**src/rtl/lfsr_fifo_pkg.sv**
```systemverilog
package lfsr_fifo_pkg;
  typedef enum logic {
    MODE_RECORD  = 1'b0,
    MODE_EXTRACT = 1'b1
  } fifo_mode_e;

  localparam int unsigned PTR_WRITE = 0;
  localparam int unsigned PTR_READ  = 1;
  localparam int unsigned NUM_PTRS  = 2;
endpackage

```
**src/rtl/lfsr_fifo_in_sync.sv**
```systemverilog
module lfsr_fifo_in_sync
  import lfsr_fifo_pkg::*;
(
  input  logic       clk_i,
  input  logic       rst_ni,
  input  logic       trig_i,
  input  logic       cs_i,
  input  logic       mode_i,
  output logic       trig_q_o,
  output fifo_mode_e mode_q_o
);
  always_ff @(posedge clk_i or negedge rst_ni) begin
    if (!rst_ni) begin
      trig_q_o <= 1'b0;
      mode_q_o <= MODE_RECORD;
    end else begin
      trig_q_o <= trig_i & cs_i;
      mode_q_o <= fifo_mode_e'(mode_i);
    end
  end
endmodule

```
**src/rtl/lfsr_fifo_lfsr_ptr.sv**
```systemverilog
module lfsr_fifo_lfsr_ptr #(
  parameter int unsigned     AW   = 15,
  parameter logic [AW-1:0]   TAPS = 15'h6000,
  parameter logic [AW-1:0]   SEED = 15'h0001
) (
  input  logic          clk_i,
  input  logic          rst_ni,
  input  logic          adv_i,
  output logic [AW-1:0] ptr_o
);
  logic          fb;
  logic [AW-1:0] ptr_d;

  // Fibonacci form: XOR of tapped bits shifts in at the LSB
  assign fb    = ^(ptr_o & TAPS);
  assign ptr_d = {ptr_o[AW-2:0], fb};

  always_ff @(posedge clk_i or negedge rst_ni) begin
    if (!rst_ni)    ptr_o <= SEED;
    else if (adv_i) ptr_o <= ptr_d;
  end
endmodule

```
**src/rtl/lfsr_fifo_occupancy.sv**
```systemverilog
module lfsr_fifo_occupancy #(
  parameter int unsigned AW        = 15,
  parameter int unsigned AF_MARGIN = 64,
  localparam int unsigned CW       = AW + 1,
  localparam int unsigned DEPTH    = (1 << AW) - 1
) (
  input  logic          clk_i,
  input  logic          rst_ni,
  input  logic          inc_i,
  input  logic          dec_i,
  output logic [CW-1:0] count_o,
  output logic          empty_o,
  output logic          almost_full_o,
  output logic          full_o
);
  localparam logic [CW-1:0] CNT_FULL = CW'(DEPTH);
  localparam logic [CW-1:0] CNT_AF   = CW'(DEPTH - AF_MARGIN);

  always_ff @(posedge clk_i or negedge rst_ni) begin
    if (!rst_ni)      count_o <= '0;
    else if (inc_i)   count_o <= count_o + 1'b1;
    else if (dec_i)   count_o <= count_o - 1'b1;
  end

  assign empty_o       = (count_o == '0);
  assign full_o        = (count_o == CNT_FULL);
  assign almost_full_o = (count_o >= CNT_AF);
endmodule

```
**src/rtl/lfsr_fifo_ptr.sv**
```systemverilog
module lfsr_fifo_ptr
  import lfsr_fifo_pkg::*;
#(
  parameter int unsigned   AW        = 15,
  parameter logic [AW-1:0] TAPS      = 15'h6000,
  parameter logic [AW-1:0] SEED      = 15'h0001,
  parameter int unsigned   AF_MARGIN = 64
) (
  input  logic          clk_i,
  input  logic          rst_ni,
  input  logic          trig_i,
  input  logic          cs_i,
  input  logic          mode_i,
  output logic [AW-1:0] addr_o,
  output logic          empty_o,
  output logic          almost_full_o,
  output logic          full_o
);
  localparam int unsigned CW    = AW + 1;
  localparam int unsigned DEPTH = (1 << AW) - 1;

  logic          trig_q;
  fifo_mode_e    mode_q;
  logic          rec_go, ext_go;
  logic [NUM_PTRS-1:0] adv;
  logic [AW-1:0] ptr_q [NUM_PTRS];
  logic [AW-1:0] wr_ptr, rd_ptr;
  logic [CW-1:0] count;

  lfsr_fifo_in_sync u_sync (
    .clk_i    (clk_i),
    .rst_ni   (rst_ni),
    .trig_i   (trig_i),
    .cs_i     (cs_i),
    .mode_i   (mode_i),
    .trig_q_o (trig_q),
    .mode_q_o (mode_q)
  );

  // Flags gate the access in the trigger cycle
  assign rec_go = trig_q && (mode_q == MODE_RECORD)  && !full_o;
  assign ext_go = trig_q && (mode_q == MODE_EXTRACT) && !empty_o;

  assign adv[PTR_WRITE] = rec_go;
  assign adv[PTR_READ]  = ext_go;

  for (genvar i = 0; i < NUM_PTRS; i++) begin : g_ptr
    lfsr_fifo_lfsr_ptr #(
      .AW   (AW),
      .TAPS (TAPS),
      .SEED (SEED)
    ) u_ptr (
      .clk_i  (clk_i),
      .rst_ni (rst_ni),
      .adv_i  (adv[i]),
      .ptr_o  (ptr_q[i])
    );
  end

  assign wr_ptr = ptr_q[PTR_WRITE];
  assign rd_ptr = ptr_q[PTR_READ];
  assign addr_o = (mode_q == MODE_EXTRACT) ? rd_ptr : wr_ptr;

  lfsr_fifo_occupancy #(
    .AW        (AW),
    .AF_MARGIN (AF_MARGIN)
  ) u_occ (
    .clk_i         (clk_i),
    .rst_ni        (rst_ni),
    .inc_i         (rec_go),
    .dec_i         (ext_go),
    .count_o       (count),
    .empty_o       (empty_o),
    .almost_full_o (almost_full_o),
    .full_o        (full_o)
  );
endmodule

```
**config.mk**
```make
export PLATFORM = sky130hd
export DESIGN_NAME = lfsr_fifo_ptr
export DESIGN_NICKNAME = d
export VERILOG_FILES = /design/src/rtl/lfsr_fifo_pkg.sv /design/src/rtl/lfsr_fifo_in_sync.sv /design/src/rtl/lfsr_fifo_lfsr_ptr.sv /design/src/rtl/lfsr_fifo_occupancy.sv /design/src/rtl/lfsr_fifo_ptr.sv
export SDC_FILE = /design/constraint.sdc
export NUM_CORES = 1
export LEC_CHECK = 0
export ABC_AREA = 1
export BUFFER_PORTS_ARGS = -buffer_cell sky130_fd_sc_hd__buf_2
export CORE_MARGIN = 3
export CORE_UTILIZATION = 65
export DETAILED_ROUTE_END_ITERATION = 8
export PLACE_DENSITY = 0.91
export SYNTH_ARGS = -nofsm -noshare
export SYNTH_HDL_FRONTEND = slang
export SYNTH_SLANG_ARGS = --single-unit
```
**constraint.sdc**
```tcl
create_clock -name clk_i -period 4.6 [get_ports clk_i]
set_input_delay 0.23 -clock clk_i [delete_from_list [all_inputs] [get_ports clk_i]]
set_output_delay 0.23 -clock clk_i [all_outputs]
set_load 0.05 [all_outputs]
```
==> impl_results.md <==
* Crit path launch type: flip-flop
* Fraction of power spent switching nets at 0.465
* Setup clock skew after layout at 0.0143 ns
* Psw at 0.823 mW
* Hold Path Class: in2reg
* Total track usage at 0.270
* Total area of multi-input combinational cells at approximately 0.0015 mm^2
* Total setup violations reported at the end of the flow at 0
* Average vias per placed instance at 5.51
* Launch instance of the worst min-delay path: mode_i
* Number of instances in the placed design at ~490
* Cell row count at 24
* Post-synth design cell area at 0.00300 mm^2
* Endpoint of the worst hold path: u_sync.mode_q_o
* Combinational power share at 0.523
* Final total negative setup slack at 0 ns
* Post-synth EDFFs at 0
* Total of cells resized after clock tree synthesis at 0
* Non-Filler Instances at 501
* Fin crit period at 3.19 ns
* Die outline height at 74.0 um
* Busiest metal layer after global routing: met2
* Top area cells in the synthesized netlist: dfrtp_1 38%, nand2_1 22%, inv_1 7.6%, ha_1 6.3%, o21ai_0 6.2%
* Clock network fraction of design power at 0.149
* Most common cell on crit path: nand2_1
* Portion of the clock cycle consumed by the worst path in the final layout at 0.694
* Number of antenna diodes at 0
* Routability congestion estimate at 0.888
* Synth async-reset ratio at 1.00
* Placeable Area at 0.00441 mm^2
* Peak VDD IR at 0.367 mV
* Sequence of cells on the critical path: inv_1 -> nor3_2 -> nand2_1 -> o21ai_4 -> ha_1 -> nand2_1 -> inv_1 -> nand2_1 -> nand2_1 -> a21oi_1 -> nand2_1 -> nand2_1 -> nand2_1 -> nand2_1 -> nand2_1
* Max-cap check violation count at 0
* Maximum level of the CTS H-tree at 2
* Antenna viol nets, final at 0
* Fraction of met2 tracks used by global routing at 0.451
* Wire length of the first global-routing pass at 11500 um
* Fraction of layout cells with a size suffix above 1 at 0.0846
* Placement-stage worst setup slack at 1.52 ns
* Antenna violations before repair at 0
* Clk_lat worst skew at 0.31 ns
* Distinct cells, synth at 29
* Worst Path Required at 4.79 ns
* Critical path class: reg2reg
* Final worst slack at 1.41 ns
* WHS Path Cells at 1
* Overall routed net length at 6810 um
* Met3 track demand over resource at 0.0500
* Half-perimeter wire length of the detailed placement result at roughly 5000 um
* Clock-pin slew of the registers on the worst-case setup and hold paths at 0.09 ns
* IO Count at 23
* Overall die width at around 74 um
* NumNets Final at 469
* Per-cell routed wire length at 13.6 um
* Number of design rule violations left after detail routing at 0
* Vias at 2759
* Leakage power at 1.78 nW
* R2R Path End: u_occ.count_o[15]
* Number of buffers inserted by post-CTS setup repair at 0
* Total overflow reported by the global router at 0
* Post-Synthesis Net Count at 450
* Tightest hold margin at approximately 0.032 ns
* Fillers at 362
* Delay of the slowest cell on the worst path at 0.87 ns
* Initial Utilization at 0.680
* Port Buffer Count at 22
* Critical path capture point type: flip-flop
* Headroom to the max-slew limit at 0.247
* Root Buffer Master: clkbuf_8
* Pin count of the biggest net entering global routing at between 40 and 50
* Endpoint arrival time on the critical path at 3.38 ns
* Area taken by flip-flops and latches at 0.00120 mm^2
* Hold violation total from the final report at 0
* Internal portion of total power at between 0.9 and 1 mW
* Most frequently used flop master after synthesis: dfrtp_1
* Number of cells traversed by the worst register-to-register path at 15
* Reg2Reg Setup Slack at 1.41 ns
* DIE AREA at approximately 0.0055 mm^2
* Power density cells at 550 mW/mm^2
* Post-synth top area share at 0.383
* Cell type of the slowest stage on the worst timing path: o21ai_4
* Total buffers and inverters traversed by the critical path at 2
* Most area-hungry cell type in the Yosys netlist: dfrtp_1
* Final core occ at 0.730
* Result of the run: finished, final reports clean
* Worst-margin pin slew at 1.12 ns
* Proportion of synthesized chip area in sequential cells at 0.401
* # hold bufs at CTS at 0
* DR pass1 iterations at 5
* RR Startpoint: u_occ.count_o[2]
* Maximum achievable frequency at roughly 0.31 GHz
* Fraction of met1 tracks used by global routing at 0.353
* Number of sinks handled by clock tree synthesis at 48
* Layout Area Growth over Synthesis at 7.29%
* Warnings from Yosys at 0
* Number of global-route vias before repair at 2644
* Gate family responsible for the most delay along the worst path: compound AO/OA/AOI/OAI gates
* Drt initial violations at 158
* Maximum root-to-sink buffer count at 2
* Clock tree from TritonCTS: done
* Crit-path max FO at 48
* TritonCTS buffer count at 5
* Flop pwr share at 0.328
* Max Slew Vio Count at 0
* RSZ-0062 raised after global routing: false
* Mapped Cells at 429
* Post-synthesis register bit count at 48
* Per-instance average area after synthesis at around 7 um^2
## through the flow
step | instance area, um^2 | power (mW)
global placement | 3130 | 1.44
finish | 3220 | 1.77
CTS | 3220 | 1.76
detailed placement | 3130 | 1.49
floorplan | 3000 | 1.28
global route | 3220 | 1.92
## worst reg2reg max path: stages, from the launching register on
cell     delay, ns
dfrtp_1       0.40
inv_1         0.08
nor3_2        0.20
nand2_1       0.11
o21ai_4       0.87
ha_1          0.45
nand2_1       0.12
inv_1         0.06
nand2_1       0.06
nand2_1       0.08
a21oi_1       0.25
nand2_1       0.08
nand2_1       0.09
nand2_1       0.09
nand2_1       0.09
nand2_1       0.05
## cell usage after synthesis (all sizes together) (2+ instances only)
cell type  count
clkbuf         4
nand3         19
ha            15
o21ai         41
dfrtp         46
and2           2
buf            6
inv           62
a21oi          9
xnor2          6
nand4          2
nand3b         4
nor2          21
nand2        178
xor2           4
dfstp          2
nor3           3
## worst max path at each step
stage	start	endpoint	slack, ns	cells after the start
final	u_occ.count_o[2]	u_occ.count_o[15]	1.41	15
after global placement	u_occ.count_o[9]	u_occ.count_o[15]	1.64	14
after CTS	u_occ.count_o[2]	u_occ.count_o[15]	1.45	14
after detailed placement	u_occ.count_o[2]	u_occ.count_o[15]	1.52	14
after floorplan	u_occ.count_o[15]	u_occ.count_o[15]	2.16	16
after global routing	u_occ.count_o[15]	u_occ.count_o[15]	1.15	16
## flip-flops by register name, indices dropped and copies added (netlist names)
register,count
g_ptr.u_ptr.ptr_o,30
u_sync.trig_q_o,1
u_sync.mode_q_o,1
u_occ.count_o,16
## power groups by stage
stage	Sequential (mW)	Combinational [mW]	Clock, mW
6_report	0.582	0.925	0.264
5_1_grt	0.589	1.06	0.277
4_1_cts	0.577	0.915	0.268
3_5_place_dp	0.583	0.903	0
3_3_place_gp	0.578	0.866	0
2_1_floorplan	0.553	0.725	0
## kinds of logic (layout without fill, tap and decap cells)
group           count (synthesis)  in the layout  share of synthesized area
compound gates                 50             50                     0.0871
xor+xnor                       10             10                     0.0292
fa+ha+maj                      16             16                     0.0692
buf+inv                        72             92                     0.0946
flops                          48             48                      0.401
mux                             1              1                    0.00375
simple gates                  232            232                      0.315
## cell type report
cell class                 count  area share
tap                           52      0.0202
clock buffer                   7      0.0268
inverter                      62      0.0722
clock inverter                 1     0.00272
multi-input combinational    309       0.470
timing repair buffer          22      0.0342
sequential                    48       0.374
## routing by layer
layer | wire length, um | vias up
met2 | 3380 | 84
li1 | - | 1364
met4 | 128 | 0
met1 | 2900 | 1294
met3 | 405 | 17
met5 | 0 | -
## cells in the final DEF (no fill, tap or decap), drive strengths merged
cell type  Yosys  layout
dfstp          2       2
mux2           1       1
o21ai         41      41
nand2        178     178
ha            15      15
fa             1       1
xor2           4       4
nand3b         4       4
or2            1       1
clkinv         0       1
dfrtp         46      46
and3           1       1
buf            6      22
and2           2       2
nor3b          1       1
inv           62      62
nor2          21      21
clkbuf         4       7
nor3           3       3
nand3         19      19
a21oi          9       9
nand4          2       2
xnor2          6       6
No activity file was read; power rests on OpenSTA's default activity.
